===== src/rtl/fss_pkg.sv =====
// Package: shared helpers for the framed stream source.
// Assumes widths are derived by the modules that import it.
package fss_pkg;

    // Occupancy summary handed from the buffer to the handshake stage.
    typedef struct packed {
        logic empty;
        logic full;
    } buf_stat_t;

    // Counter width that stays legal for a modulus of 1.
    function automatic int unsigned cnt_width(input int unsigned modulus);
        return (modulus > 1) ? $clog2(modulus) : 1;
    endfunction

endpackage


===== src/rtl/fss_buffer.sv =====
// Module: fss_buffer
// First-in first-out store for the sample stream. A write request while
// full is refused and reported on wr_drop, even when a read happens in the
// same cycle. A read request is honoured only when the store is non-empty.
// Assumes DEPTH >= 2. Any depth is allowed; a power of two uses plain wrap.
module fss_buffer
    import fss_pkg::*;
#(
    parameter int unsigned DATA_W = 16,
    parameter int unsigned DEPTH  = 16
) (
    input  logic                       clk,
    input  logic                       rst_n,
    input  logic                       wr_req,
    input  logic [DATA_W-1:0]          wr_data,
    input  logic                       rd_req,
    output logic [DATA_W-1:0]          head_data,
    output buf_stat_t                  stat,
    output logic                       wr_drop,
    output logic [$clog2(DEPTH+1)-1:0] level
);
    localparam int unsigned AW = $clog2(DEPTH);
    localparam int unsigned LW = $clog2(DEPTH + 1);
    localparam bit          POW2 = ((1 << AW) == DEPTH);

    logic [DATA_W-1:0] store [DEPTH];
    logic [AW-1:0]     wr_ptr, rd_ptr, wr_ptr_nxt, rd_ptr_nxt;
    logic              wr_ok, rd_ok;

    // Qualify requests against current occupancy; full blocks the write
    // regardless of a simultaneous read.
    always_comb begin
        stat.empty = (level == '0);
        stat.full  = (level == LW'(DEPTH));
        wr_ok      = wr_req && !stat.full;
        rd_ok      = rd_req && !stat.empty;
        wr_drop    = wr_req && stat.full;
    end

    // Pointer advance: natural wrap for power-of-two depth, compare otherwise.
    generate
        if (POW2) begin : g_wrap_pow2
            always_comb begin
                wr_ptr_nxt = wr_ptr + 1'b1;
                rd_ptr_nxt = rd_ptr + 1'b1;
            end
        end else begin : g_wrap_cmp
            always_comb begin
                wr_ptr_nxt = (wr_ptr == AW'(DEPTH - 1)) ? '0 : wr_ptr + 1'b1;
                rd_ptr_nxt = (rd_ptr == AW'(DEPTH - 1)) ? '0 : rd_ptr + 1'b1;
            end
        end
    endgenerate

    // Storage write; contents need no reset because level gates visibility.
    always_ff @(posedge clk) begin
        if (wr_ok) begin
            store[wr_ptr] <= wr_data;
        end
    end

    // Pointers and occupancy.
    always_ff @(posedge clk) begin
        if (!rst_n) begin
            wr_ptr <= '0;
            rd_ptr <= '0;
            level  <= '0;
        end else begin
            if (wr_ok) wr_ptr <= wr_ptr_nxt;
            if (rd_ok) rd_ptr <= rd_ptr_nxt;
            case ({wr_ok, rd_ok})
                2'b10:   level <= level + 1'b1;
                2'b01:   level <= level - 1'b1;
                default: level <= level;
            endcase
        end
    end

    // Head of the store is presented directly.
    assign head_data = store[rd_ptr];

endmodule


===== src/rtl/fss_frame_ctr.sv =====
// Module: fss_frame_ctr
// Tracks the index of the next beat within its frame. Advances only when
// step is high and wraps after index FRAME_LEN-1. A frame of one beat
// needs no state. Assumes FRAME_LEN >= 1.
module fss_frame_ctr
    import fss_pkg::*;
#(
    parameter int unsigned FRAME_LEN = 8
) (
    input  logic clk,
    input  logic rst_n,
    input  logic step,
    output logic at_last
);
    localparam int unsigned CW = cnt_width(FRAME_LEN);

    generate
        if (FRAME_LEN == 1) begin : g_single
            // Every beat closes its frame.
            assign at_last = 1'b1;
        end else begin : g_count
            logic [CW-1:0] idx;

            // Beat index, advanced on accepted beats only.
            always_ff @(posedge clk) begin
                if (!rst_n) begin
                    idx <= '0;
                end else if (step) begin
                    idx <= (idx == CW'(FRAME_LEN - 1)) ? '0 : idx + 1'b1;
                end
            end

            // Flag the closing index of the frame.
            assign at_last = (idx == CW'(FRAME_LEN - 1));
        end
    endgenerate

endmodule


===== src/rtl/fss_axis_hs.sv =====
// Module: fss_axis_hs
// Handshake stage: offers the buffer head whenever the buffer is non-empty
// and turns a completed handshake into a pop and a frame step. Holds no
// state; stability during a stall follows from the buffer's head staying put.
module fss_axis_hs
    import fss_pkg::*;
#(
    parameter int unsigned DATA_W = 16
) (
    input  buf_stat_t         stat,
    input  logic [DATA_W-1:0] head_data,
    input  logic              frame_end,
    input  logic              tready,
    output logic              tvalid,
    output logic [DATA_W-1:0] tdata,
    output logic              tlast,
    output logic              beat_done
);
    // Drive the stream outputs and detect the transfer.
    always_comb begin
        tvalid    = !stat.empty;
        tdata     = head_data;
        tlast     = tvalid && frame_end;
        beat_done = tvalid && tready;
    end

endmodule


===== src/rtl/frame_stream_src.sv =====
// Module: frame_stream_src
// Bridges a non-stallable sample stream to an AXI4-Stream master with
// fixed-length frames. Samples are buffered; a sample arriving while the
// buffer is full is dropped and flagged on ovf in the same cycle.
// Assumes DEPTH >= 2 and FRAME_LEN >= 1; reset is synchronous, active low.
module frame_stream_src
    import fss_pkg::*;
#(
    parameter int unsigned DATA_W    = 16,
    parameter int unsigned DEPTH     = 16,
    parameter int unsigned FRAME_LEN = 8
) (
    input  logic              clk,
    input  logic              rst_n,
    input  logic              smp_valid,
    input  logic [DATA_W-1:0] smp_data,
    output logic              m_axis_tvalid,
    output logic [DATA_W-1:0] m_axis_tdata,
    output logic              m_axis_tlast,
    input  logic              m_axis_tready,
    output logic              ovf
);
    localparam int unsigned LW = $clog2(DEPTH + 1);

    buf_stat_t         stat;
    logic [DATA_W-1:0] head_data;
    logic [LW-1:0]     fifo_level;
    logic              beat_done;
    logic              frame_end;

    // Sample store with drop detection.
    fss_buffer #(.DATA_W(DATA_W), .DEPTH(DEPTH)) u_buf (
        .clk       (clk),
        .rst_n     (rst_n),
        .wr_req    (smp_valid),
        .wr_data   (smp_data),
        .rd_req    (beat_done),
        .head_data (head_data),
        .stat      (stat),
        .wr_drop   (ovf),
        .level     (fifo_level)
    );

    // Position of the offered beat within its frame.
    fss_frame_ctr #(.FRAME_LEN(FRAME_LEN)) u_frame (
        .clk     (clk),
        .rst_n   (rst_n),
        .step    (beat_done),
        .at_last (frame_end)
    );

    // Stream handshake.
    fss_axis_hs #(.DATA_W(DATA_W)) u_hs (
        .stat      (stat),
        .head_data (head_data),
        .frame_end (frame_end),
        .tready    (m_axis_tready),
        .tvalid    (m_axis_tvalid),
        .tdata     (m_axis_tdata),
        .tlast     (m_axis_tlast),
        .beat_done (beat_done)
    );

endmodule


===== config.mk =====
export PLATFORM = sky130hd
export DESIGN_NAME = frame_stream_src
export DESIGN_NICKNAME = d
export VERILOG_FILES = /design/src/rtl/fss_pkg.sv /design/src/rtl/fss_buffer.sv /design/src/rtl/fss_frame_ctr.sv /design/src/rtl/fss_axis_hs.sv /design/src/rtl/frame_stream_src.sv
export SDC_FILE = /design/constraint.sdc
export NUM_CORES = 1
export LEC_CHECK = 0
export BUFFER_PORTS_ARGS = -buffer_cell sky130_fd_sc_hd__buf_2
export CORE_ASPECT_RATIO = 1.1
export CORE_MARGIN = 3
export CORE_UTILIZATION = 65
export DETAILED_ROUTE_END_ITERATION = 8
export HOLD_SLACK_MARGIN = 0.06
export PLACE_DENSITY = 0.85
export SYNTH_ARGS = -nofsm -noshare
export SYNTH_HDL_FRONTEND = slang
export SYNTH_SLANG_ARGS = --single-unit

===== constraint.sdc =====
create_clock -name clk -period 8.2 [get_ports clk]
set_clock_uncertainty 0.15 [all_clocks]
set_input_delay 0.41 -clock clk [delete_from_list [all_inputs] [get_ports clk]]
set_output_delay 0.41 -clock clk [all_outputs]
set_load 0.01 [all_outputs]

# After elaboration in Yosys (flattened, before gate mapping)

Memory sizes are Yosys's and may differ from the RTL's. A register that Yosys moved wholly into a read port is not among the register bits.
Index checks and enable logic that the tools add are counted.

Bits in latches: 0
Output and inout bits: 19
Memories kept: 1
Memory bits (read-only): 0
Register bits after elaboration: 16
Memory bits (writable): 256
Input port bits: 20
Word-level logic and storage cells: 29

Memories:

| memory      | words | width | rd ports | clocked after Yosys merged registers in | wr ports | line             | text |
|---|---|---|---|---|---|---|---|
| u_buf.store | 16    | 16    | 1        | 1                                       | 1        | fss_buffer.sv:26 | `logic [DATA_W-1:0] store [DEPTH];` |

Multipliers: 0
Eq/ne operators: 4
Bitwise gates (word level): 0
Reductions and logical operators: 9
Div/mod/pow operators: 0
Add/sub/neg operators: 5
$lt $le $gt $ge: 0
Mux-type cells: 6
Shifts and indexed selects: 0

Operators with widths:

| kind                                                                  | count |
|---|---|
| 5-bit one-hot mux with 2 select lines                                 | 1 |
| 4-bit by 1-bit adder with 4-bit output, second input constant         | 2 |
| 4-bit two-way mux                                                     | 2 |
| 5-bit by 1-bit adder with 5-bit output, second input constant         | 1 |
| 5-bit equality test, second input constant                            | 1 |
| 1-bit logical AND                                                     | 5 |
| 5-bit zero test                                                       | 1 |
| 5-bit by 1-bit subtractor with 5-bit output, second input constant    | 1 |
| 3-bit by 1-bit adder with 3-bit output, second input constant         | 1 |
| 3-bit equality test, second input constant                            | 1 |
| 3-bit two-way mux                                                     | 1 |
| 2-bit by 1-bit equality test with 1-bit output, second input constant | 1 |
| 2-bit equality test, second input constant                            | 1 |
| 1-bit zero test                                                       | 2 |
| 1-bit two-way mux                                                     | 2 |
| 2-bit nonzero test                                                    | 1 |

# Depth between registers and ports, before layout

Gate-level depths: netlist of the first run.

Depth in word-level cells: 6
Mapped depth: 11
Depth with buffers taken out: 10

# Modules after synthesis

From an unflattened synthesis of the first run, not the netlist that was laid out.

Cells, all modules: 518
Area, all modules: 11069.4 sq um

Modules (own cells, without submodules):

| module        | seq. area each (sq um) | instances | area each (sq um) | cells each |
|---|---|---|---|---|
| fss_buffer    | 8027.7                 | 1         | 10785.3           | 486 |
| fss_frame_ctr | 60.1                   | 1         | 147.6             | 13 |
| fss_axis_hs   | 0.0                    | 1         | 136.4             | 19 |

# Worst setup path after synthesis of the first run

Ideal clock, no wire load.

Kind: register to register
From: register u_buf.level[1]
To: register u_buf.level[4]
Stages on the path, launching flop included: 12
Library setup time: 0.064 ns
Path slack: 5.097 ns
Required time: 7.986 ns
Path buffers: 1
Data arrival time: 2.889 ns
Cells stage by stage: dfxtp_1 > buf_6 > or4_4 > o21ai_4 > inv_1 > ha_1 > xor2_1 > ha_1 > a21oi_1 > a221oi_1 > or4b_2 > nand4_1

Longest elaborated chain between the ends: 6
Elaborated cells on any way between the ends: 13
Those cells by class: add/sub (2); eq/ne (3); mux (1); reduce/logical (7)

Ends and longest elaborated chain:

| element                                                                                      | line                                | text |
|---|---|---|
| start: declaration                                                                           | fss_buffer.sv:20                    | `output logic [$clog2(DEPTH+1)-1:0] level` |
| start signal: assignment                                                                     | fss_buffer.sv:72                    | `2'b10: level <= level + 1'b1;` |
| start signal: assignment                                                                     | fss_buffer.sv:73                    | `2'b01: level <= level - 1'b1;` |
| start signal: assignment                                                                     | fss_buffer.sv:74                    | `default: level <= level;` |
| 5-bit zero test                                                                              | fss_buffer.sv:33                    | `stat.empty = (level == '0);` |
| 1-bit zero test                                                                              | fss_buffer.sv:36, fss_axis_hs.sv:21 |  |
| 1-bit logical AND                                                                            | fss_axis_hs.sv:24                   | `beat_done = tvalid && tready;` |
| 1-bit logical AND                                                                            | fss_buffer.sv:36                    | `rd_ok = rd_req && !stat.empty;` |
| 2-bit by 1-bit equality test with 1-bit output / 2-bit equality test (equally long branches) | fss_buffer.sv:71                    | `case ({wr_ok, rd_ok})` |
| 5-bit one-hot mux with 2 select lines / 2-bit nonzero test (equally long branches)           | n/a                                 |  |

Several ways; a longest one is shown, not always the timed one.
A chain may end at the register's enable or synchronous reset.

==> run summary, run 1 <==
Status: completed
DRC: 0
Congestion Overflow GR: 0
Worst Hold End: u_buf.store[15][2]
CTS tree: yes
Int Pwr: 0.00274 W
Power density cells: 305 nW/µm²
Max Freq: 273 MHz
Hold path start: smp_data[2]
R2R Path Start: u_buf.level[0]
Hold Fails Final Rpt: 0
Vias in the first global route: 5800
Hold Path Cell Cnt: 1
Pleak: 3.96 nW
DRT antenna net count: 0
Synth Flop Type: edfxtp_1
Vias per Instance: 6.87
CP required: 7.64 ns
Final min period: 3.66 ns
Count of pins over their slew limit: 0
Die Ht: 141 µm
Mean post-synth cell area: 20.3 µm²
R2R cell count: 10
Crit start category: flip-flop
Critical-path cell list: buf_4 -> mux4_2 -> a22oi_1 -> nand2_1 -> buf_2
Synth Net Count: 561
Final WL: 23000 µm
Clock sinks: 276
Clk_lat worst skew: 0.52 ns
H-tree levels: 1
Worst EP arrival: 3.10 ns
RD Place Congestion: 0.834
Period utilisation layout: 0.446
Num CTS Buffers: 27
Buffers & Inverters on Critical Path: 2
Count of cell types in the netlist: 39
Setup Fix Bufs, Post-CTS: 0
Post-synth ARST share: 0
CP Capture Type: output pin
# setup viols final: 0
Slew HR: 0.133
Die Width: 129 µm
Busiest grt layer: met2
Max IR drop VDD: 0.000192 V
Clk slew on worst S/H paths: 0.07 ns
Clk network pwr share: 0.344
DR vias: 5492
First-pass GRT wire length: 34900 µm
Number of top-level pins: 39
# rows: 48
Die area: 18100 µm²
Flop pwr share: 0.452
Max Cap Viol: 0
Root buf cell: clkbuf_16
RSZ-0062 raised after global routing: false
Core area: 15900 µm²
Fin Hold WS: 0.107 ns
Combinational share of power: 0.204
Worst Path Max Fanout: 51
Cts hold-fix bufs: 0
CP max stage cell: buf_4
TritonRoute pass-1 iters: 5
Fillers: 819
Area grow syn2layout: 12.8%
Multi-input logic area: 2550 µm²
Detail Placement HPWL: 12600 µm
Yosys warnings: 0
Worst-Margin Slew: 1.30 ns
PostCTS Resize Cnt: 0
M3 GR Usage: 0.0436
EDFF count, synth: 256
Starting Density: 0.675
Clk buf depth: 3
Nets@finish: 611
Reg area: 8090 µm²
NetSw: 0.000959 W
Reg2Reg Setup Slack: 4.83 ns
Sw Share: 0.259
Fraction of layout cells with a size suffix above 1: 0.294
Cell family with most CP delay: buffers and inverters
Pin count of the biggest net entering global routing: 65
Setup TNS: 0 ns
Detailed Route Iter0 Violations: 695
FF-to-FF End: u_buf.level[4]
Met2 Use GR: 0.443
Global Route met1 Usage: 0.357
Cell count after synthesis: 530
Sequential-to-total area share from yosys stat: 0.753
Initial antenna violation count: 1
Cell Area, Synth: 10700 µm²
Number of synthesized register bits: 276
All-Layer GR Usage: 0.264
Worst hold-check path type: in2reg
WL/cell: 28.8 µm
Buffers added on ports: 38
CP Class: reg2out
Crit path largest cell delay: 0.78 ns
worst register-to-register path, stage by stage, from the launching register on:
cell	delay, ns
dfxtp_1	0.38
or4_4	0.60
o21ai_4	0.29
inv_1	0.10
ha_1	0.30
xor2_1	0.20
ha_1	0.23
a21oi_1	0.20
a221oi_1	0.16
or4b_2	0.62
nand4_1	0.09
layout by cell type (no fill, tap or decap), drive strengths merged, types with 2 or more instances in the layout:
cell type,n
a21boi,3
a21oi,2
a22oi,32
and2,8
buf,50
bufinv,5
clkbuf,30
clkinv,11
dfxtp,20
edfxtp,256
ha,11
inv,7
mux2i,6
mux4,64
nand2,24
nand2b,3
nand3,5
nand4,4
nand4b,3
nor2,14
nor2b,7
nor3,5
nor3b,3
o211ai,3
o21a,4
o21ai,2
or3,2
xnor2,6
state kept, by name (all words and copies together), names as in the netlist, named ones only:
name / cells
u_buf.store: 256
u_buf.level: 5
u_buf.rd_ptr: 4
u_frame.g_count.idx: 3
u_buf.wr_ptr: 4
routing by layer:
layer | part of all wire | up-vias
met1 | 0.36 | 2816
met4 | 0.036 | 0
met5 | 0 | -
li1 | - | 2279
met2 | 0.52 | 324
met3 | 0.081 | 73
kinds of logic after synthesis:
kind of cell               synth area share
DFF                                   0.753
muxes                                 0.140
and+or+nand+nor                      0.0414
xor gates and xnor gates            0.00571
buffers and inverters                0.0139
adders and majority gates            0.0128
AOI/OAI and AO/OA                    0.0335
power groups by stage:
stage	combinational [W]	clock [W]	sequential [W]
4_1_cts	0.000767	0.00128	0.00167
2_1_floorplan	0.000594	0	0.00166
6_report	0.000757	0.00127	0.00167
5_1_grt	0.000823	0.00134	0.00168
3_3_place_gp	0.000728	0	0.00169
3_5_place_dp	0.000754	0	0.00170
per-stage QoR:
stage	total power [W]	utilization	instances	worst slack (ns)	instance area [µm²]
final	0.00370	0.761	800	4.54	12100
after detailed placement	0.00245	0.704	751	4.87	11200
after floorplan	0.00225	-	530	5.10	10700
after global routing	0.00385	0.761	800	4.29	12100
after CTS	0.00372	0.761	799	4.51	12100
after global placement	0.00242	0.704	751	5.01	11200
how the worst max path moves through the flow:
stage / start / end / cells past startpoint
floorplan: u_buf.level[1] / u_buf.level[4] / 11
global placement: u_buf.level[0] / u_buf.level[4] / 10
detailed placement: u_buf.level[1] / u_buf.level[4] / 10
CTS: flip-flop / m_axis_tdata[1] / 5
global route: flip-flop / m_axis_tdata[4] / 5
finish: flip-flop / m_axis_tdata[4] / 5
Yosys cell counts (all sizes together), types with 4 or more instances:
master | n | area share
nor2 | 14 | 0.0049
dfxtp | 20 | 0.037
clkbuf | 19 | 0.0066
mux2i | 6 | 0.0056
ha | 11 | 0.013
nand2 | 24 | 0.0084
nor3 | 5 | 0.0023
nand3 | 5 | 0.0023
nand4 | 4 | 0.0023
and2 | 8 | 0.0047
a22oi | 32 | 0.022
buf | 10 | 0.0051
inv | 6 | 0.0021
mux4 | 64 | 0.13
xnor2 | 6 | 0.0049
nor2b | 7 | 0.0041
edfxtp | 256 | 0.72
o21a | 4 | 0.0028
cell type report:
cell class / count / share of cell area
diodes: 1 / 0.000207
clock inverters: 18 / 0.0186
clock buffers: 30 / 0.0567
inverters: 6 / 0.00186
flip-flops and latches: 276 / 0.668
well taps: 200 / 0.0207
repair buffers: 50 / 0.0231
multi-input cells: 219 / 0.211
Power figures use the tool's default switching activity.
==> run 2, diff against run 1 <==
ABC_AREA = 1   (was not set)
CORE_UTILIZATION = 62   (was 65)
PLACE_DENSITY = 0.82   (was 0.85)
clock period = 3.5 ns   (was 8.2 ns; I/O delays follow)
==> run summary, run 2 <==
Cell family with most CP delay: flip-flops
Placed cell count: 1203 (+60%)
CP required: 3.17 ns (-4.47 ns)
Final std cells w/o fill: 1267 (+58%)
Core area: 17900 µm² (+13%)
Nets@finish: 1043 (+71%)
# setup viols final: 0 (unchanged)
Fraction of layout cells with a size suffix above 1: 0.101 (-0.193)
Most frequent cells in the layout: edfxtp_1 (256), inv_1 (153), nand2_1 (113), nand3_1 (103), a21oi_1 (76)
Detail Placement HPWL: 14900 µm (+18%)
Die Ht: 149 µm (+5.6%)
Synth Flop Type: edfxtp_1
Worst Path Max Fanout: 76 (+49%)
Crit path largest cell delay: 0.78 ns (about the same)
Clk_lat worst skew: 0.51 ns (about the same)
DR vias: 7468 (+36%)
Clk slew on worst S/H paths: 0.06 ns (about the same)
CTS tree: yes
Max reg flops: 256 (unchanged)
CP Capture Type: output pin
Cell with the most instances after synthesis: edfxtp_1
Count of cell types in the netlist: 21 (-46%)
Clock sinks: 276 (unchanged)
Sequential-to-total area share from yosys stat: 0.704 (-0.0488)
Worst hold-check path type: reg2reg
Slew HR: 0.344 (+0.211)
Crit start category: flip-flop
CP max stage cell: dfxtp_4
Commonest non-fill, non-tap cell in the layout: edfxtp_1
ANT cells: 0 (-1)
Status: completed
DRT antenna net count: 0 (unchanged)
Count of pins over their slew limit: 0 (unchanged)
Detailed Route Iter0 Violations: 927 (+33%)
Synth top area share: 0.669 (-0.0464)
Hold Fails Final Rpt: 0 (unchanged)
Max Cap Viol: 0 (unchanged)
Top cell type by total area after synthesis: edfxtp_1
Vias per Instance: 5.89 (-14%)
WL/cell: 19.4 µm (-33%)
TritonRoute pass-1 iters: 5 (unchanged)
Period utilisation layout: 0.786
Top Registers: u_buf.store x256, u_buf.level x5
Synth Net Count: 995 (+77%)
Clk buf depth: 3 (unchanged)
Worst-Margin Slew: 0.983 ns (-0.315 ns)
Number of top-level pins: 39 (unchanged)
Pleak: 4.74 nW (+20%)
Die Width: 136 µm (+5.6%)
Fillers: 1162 (+42%)
Max Freq: 364 MHz
Vias in the first global route: 7216 (+24%)
First-pass GRT wire length: 38000 µm (+8.8%)
Root buf cell: clkbuf_16
Area grow syn2layout: 11.7%
Cell Area, Synth: 11500 µm² (+6.9%)
Die area: 20200 µm² (+12%)
Congestion Overflow GR: 0 (unchanged)
All-Layer GR Usage: 0.245 (-0.0196)
Top reg by flops: u_buf.store
Synth top area cells: edfxtp_1 (67%), inv_1 (5.0%), nand3_1 (4.5%)
WP depth: 7 (+2)
Hold Path Cell Cnt: 2 (+1)
PostCTS Resize Cnt: 0 (unchanged)
Power density cells: 658 nW/µm² (+120%)
Mean post-synth cell area: 11.9 µm² (-41%)
Num CTS Buffers: 25 (-7.4%)
Buffers & Inverters on Critical Path: 2 (unchanged)
DRC: 0 (unchanged)
Yosys warnings: 0 (unchanged)
Starting Density: 0.641 (-0.0344)
# rows: 51 (+6.3%)
Buffers added on ports: 38 (unchanged)
Critical-path cell list: buf_12 -> nand2_1 -> o211ai_1 -> nand3_1 -> nand3_1 -> nand2_1 -> buf_2
Initial antenna violation count: 0 (-1)
RD Place Congestion: 0.843 (+1.1%)
Synth top cells by count: edfxtp_1 (256), inv_1 (153), nand2_1 (113)
H-tree levels: 1 (unchanged)
Post-synth ARST share: 0 (unchanged)
Cts hold-fix bufs: 20 (+20)
R2R cell count: 16 (+6)
RSZ-0062 raised after global routing: false
Worst EP arrival: 2.43 ns (-0.67 ns)
Max IR drop VDD: 0.000398 V (+110%)
CP Class: reg2out
Final WL: 24600 µm (+6.8%)
Final min period: 2.75 ns
Pin count of the biggest net entering global routing: 77 (+18%)
Cell count after synthesis: 964 (+82%)
EDFF count, synth: 256 (unchanged)
Setup Fix Bufs, Post-CTS: 0 (unchanged)
Setup TNS: 0 ns (unchanged)
Number of synthesized register bits: 276 (unchanged)
run 2: path summary, 6_finish.rpt:
path              slack (ns)              startpoint                endpoint
hold reg to reg         0.35  u_frame.g_count.idx[2]  u_frame.g_count.idx[2]
setup / recovery        0.75               flip-flop        m_axis_tdata[11]
setup reg to reg        0.93          u_buf.level[0]          u_buf.level[4]
hold / removal          0.35  u_frame.g_count.idx[2]  u_frame.g_count.idx[2]
run 2: kinds of logic after synthesis:
logic type      share of synthesized area
flops                               0.704
simple gates                       0.0942
compound gates                      0.108
buf+inv                            0.0772
fa+ha+maj                          0.0120
xor+xnor                          0.00458
run 2: per-layer routing:
metal  track usage  part of all wire  up-vias
met5             0                 0        -
met4        0.0852             0.026        0
met3        0.0364             0.085       55
li1              -                 -     3473
met1         0.338              0.40     3562
met2         0.404              0.49      378
run 2: worst register-to-register path: cells and delay by family (launching register included):
| kind | cells | cell delay, ns |
|---|---|---|
| simple gates | 10 | 1.22 |
| fa+ha+maj | 2 | 0.47 |
| flops | 1 | 0.35 |
| buf+inv | 4 | 0.28 |
run 2: report_power, final:
part / internal [W] / switching, W
clock: 0.00145 / 0.00110
sequential: 0.00375 / 0.000182
combinational: 0.000676 / 0.00128
run 2: final cells by class:
| cell class | instances | area [µm²] | share of cell area |
|---|---|---|---|
| clock inverters | 15 | 115 | 0.00897 |
| clock buffers | 29 | 641 | 0.0499 |
| multi-input cells | 483 | 2550 | 0.199 |
| well taps | 238 | 298 | 0.0232 |
| flip-flops and latches | 276 | 8100 | 0.631 |
| inverters | 153 | 574 | 0.0448 |
| repair buffers | 73 | 553 | 0.0431 |
run 2: through the flow:
step	power (W)	hold slack [ns]	setup slack, ns	instance area, µm²	utilization
4_1_cts	0.00843	0.351	0.755	12800	0.715
3_5_place_dp	0.00589	0.343	0.974	11900	0.662
2_1_floorplan	0.00533	0.124	1.21	11500	-
5_1_grt	0.00885	0.377	0.604	12800	0.715
6_report	0.00844	0.354	0.750	12800	0.715
3_3_place_gp	0.00584	0.331	1.05	11900	0.662
==> run 3, diff against run 2 <==
CORE_UTILIZATION = 56   (was 62)
PLACE_DENSITY = 0.78   (was 0.82)
clock period = 2.3 ns   (was 3.5 ns; I/O delays follow)
==> run summary, run 3 (same netlist as run 2, synthesis figures left out) <==
Fillers: 1334 (+15%)
Final min period: 2.28 ns
CP Class: reg2out
Clk network pwr share: 0.319 (+0.018)
Die area: 22300 µm² (+10%)
Final std cells w/o fill: 1335 (+5.4%)
First-pass GRT wire length: 39700 µm (+4.5%)
Detailed Route Iter0 Violations: 852 (-8.1%)
Die Width: 143 µm (+5.0%)
Power density cells: 1020 nW/µm² (+56%)
Status: completed
Worst Path Max Fanout: 28 (-63%)
Placed cell count: 1252 (+4.1%)
Max Freq: 439 MHz
Clock sinks: 276 (unchanged)
Top reg by flops: u_buf.store
DR vias: 7622 (+2.1%)
Nets@finish: 1092 (+4.7%)
H-tree levels: 1 (unchanged)
NetSw: 0.00411 W (+60%)
CTS tree: yes
Area grow syn2layout: 18.3%
Vias in the first global route: 7490 (+3.8%)
Max IR drop VDD: 0.000655 V (+65%)
Initial antenna violation count: 2 (+2)
Slew HR: 0.782 (+0.438)
Hold Fails Final Rpt: 0 (unchanged)
Top Registers: u_buf.store x256, u_buf.level x5
All-Layer GR Usage: 0.228 (-0.0165)
Sw Share: 0.295 (-0.00839)
Starting Density: 0.574 (-0.0662)
Die Ht: 156 µm (+5.0%)
Root buf cell: clkbuf_16
CP Capture Type: output pin
Vias per Instance: 5.71 (-3.1%)
Worst hold-check path type: in2reg
RSZ-0062 raised after global routing: true
WL/cell: 19.3 µm (-0.90%)
Commonest non-fill, non-tap cell in the layout: edfxtp_1
Num CTS Buffers: 27 (+8.0%)
Number of top-level pins: 39 (unchanged)
Detail Placement HPWL: 14900 µm (+0.33%)
Count of pins over their slew limit: 0 (unchanged)
Pleak: 5.13 nW (+8.1%)
Buffers added on ports: 38 (unchanged)
Worst-Margin Slew: 0.328 ns (-0.656 ns)
# rows: 54 (+5.9%)
# setup viols final: 0 (unchanged)
Final Instance Area: 13600 µm² (+5.9%)
Period utilisation layout: 0.989
Fraction of layout cells with a size suffix above 1: 0.161 (+0.0597)
Crit start category: flip-flop
Finished Core Util: 0.679 (-0.0361)
RD Place Congestion: 0.853 (+1.3%)
Flop pwr share: 0.421 (-0.045)
CP required: 2.04 ns (-1.13 ns)
Core area: 20000 µm² (+12%)
Clk_lat worst skew: 0.53 ns (+0.02 ns)
Most frequent cells in the layout: edfxtp_1 (256), inv_1 (153), nand2_1 (109), nand3_1 (99), a21oi_1 (73)
DRT antenna net count: 0 (unchanged)
Int Pwr: 0.00981 W (+67%)
Final WL: 25700 µm (+4.4%)
Combinational share of power: 0.260 (+0.028)
DRC: 0 (unchanged)
Pin count of the biggest net entering global routing: 57 (-26%)
Fin Hold WS: 0.314 ns (-0.0397 ns)
Clk slew on worst S/H paths: 0.06 ns (about the same)
TritonRoute pass-1 iters: 6 (+1)
Clk buf depth: 3 (unchanged)
Max reg flops: 256 (unchanged)
Max Cap Viol: 0 (unchanged)
Congestion Overflow GR: 0 (unchanged)
Placed Area: 12200 µm² (+2.9%)
Worst EP arrival: 2.01 ns (-0.42 ns)
run 3: cell count changes in the layout (fill, tap and decap cells not counted), moves of 5 or more:
cell	previous run	this run
buf_6	0	6
o21ai_1	0	8
clkinv_1	8	2
clkbuf_16	25	30
buf_4	11	47
o21ai_0	74	66
run 3: path summary, 6_finish.rpt:
| kind | start | depth (start not counted) | slack (ns) | endpoint |
|---|---|---|---|---|
| max | flip-flop | 7 | 0.02 | m_axis_tdata[5] |
| min | rst_n | 4 | 0.31 | u_frame.g_count.idx[0] |
| max reg2reg | u_buf.level[3] | 16 | 0.14 | u_buf.level[4] |
| min reg2reg | u_buf.level[0] | 1 | 0.32 | u_buf.level[0] |
run 3: layout make-up:
| type | instances | area, µm² | area share |
|---|---|---|---|
| inverter | 153 | 574 | 0.0423 |
| timing repair buffer | 120 | 1070 | 0.0790 |
| tap | 252 | 315 | 0.0232 |
| clock inverter | 12 | 148 | 0.0109 |
| clock buffer | 38 | 758 | 0.0558 |
| sequential | 276 | 8100 | 0.596 |
| multi-input combinational | 483 | 2620 | 0.193 |
| antenna | 1 | 2.50 | 0.000184 |
run 3: power by group through the flow:
stage | combinational [W] | sequential, W | clock [W]
CTS | 0.00334 | 0.00585 | 0.00448
global placement | 0.00296 | 0.00601 | 0
finish | 0.00362 | 0.00586 | 0.00444
detailed placement | 0.00304 | 0.00602 | 0
global route | 0.00402 | 0.00588 | 0.00472
floorplan | 0.00223 | 0.00588 | 0
run 3: timing repair:
item,4_1_cts,5_1_grt
hold buffers,20,0
pin swaps,0,10
resized for setup,3,29
endpoints found under the setup margin,16,16
buffers inserted,7,2
endpoints found under the hold margin,276,0
cloned,1,2
run 3: metal layers:
metal  up-vias  track usage  wire [µm]
li1       3577            -          -
met1      3658        0.306      10200
met2       332        0.388      12900
met3        53       0.0377       2020
met4         2       0.0652        629
met5         -            0         13
run 3: metrics by stage:
stage	power [W]	setup slack (ns)	setup TNS [ns]
floorplan	0.00811	0.0111	0
global placement	0.00897	0.155	0
detailed placement	0.00906	0.0764	0
CTS	0.0137	0.0149	0
global route	0.0146	-0.0897	-0.504
finish	0.0139	0.0242	0
run 3: worst max-delay path: stages, from the launching register on:
cell and delay (ns):
dfxtp_4 0.39, buf_4 0.19, clkbuf_16 0.20, o21ai_0 0.23, nand3_1 0.12, nand3_1 0.12, nand2_2 0.08, buf_2 0.15
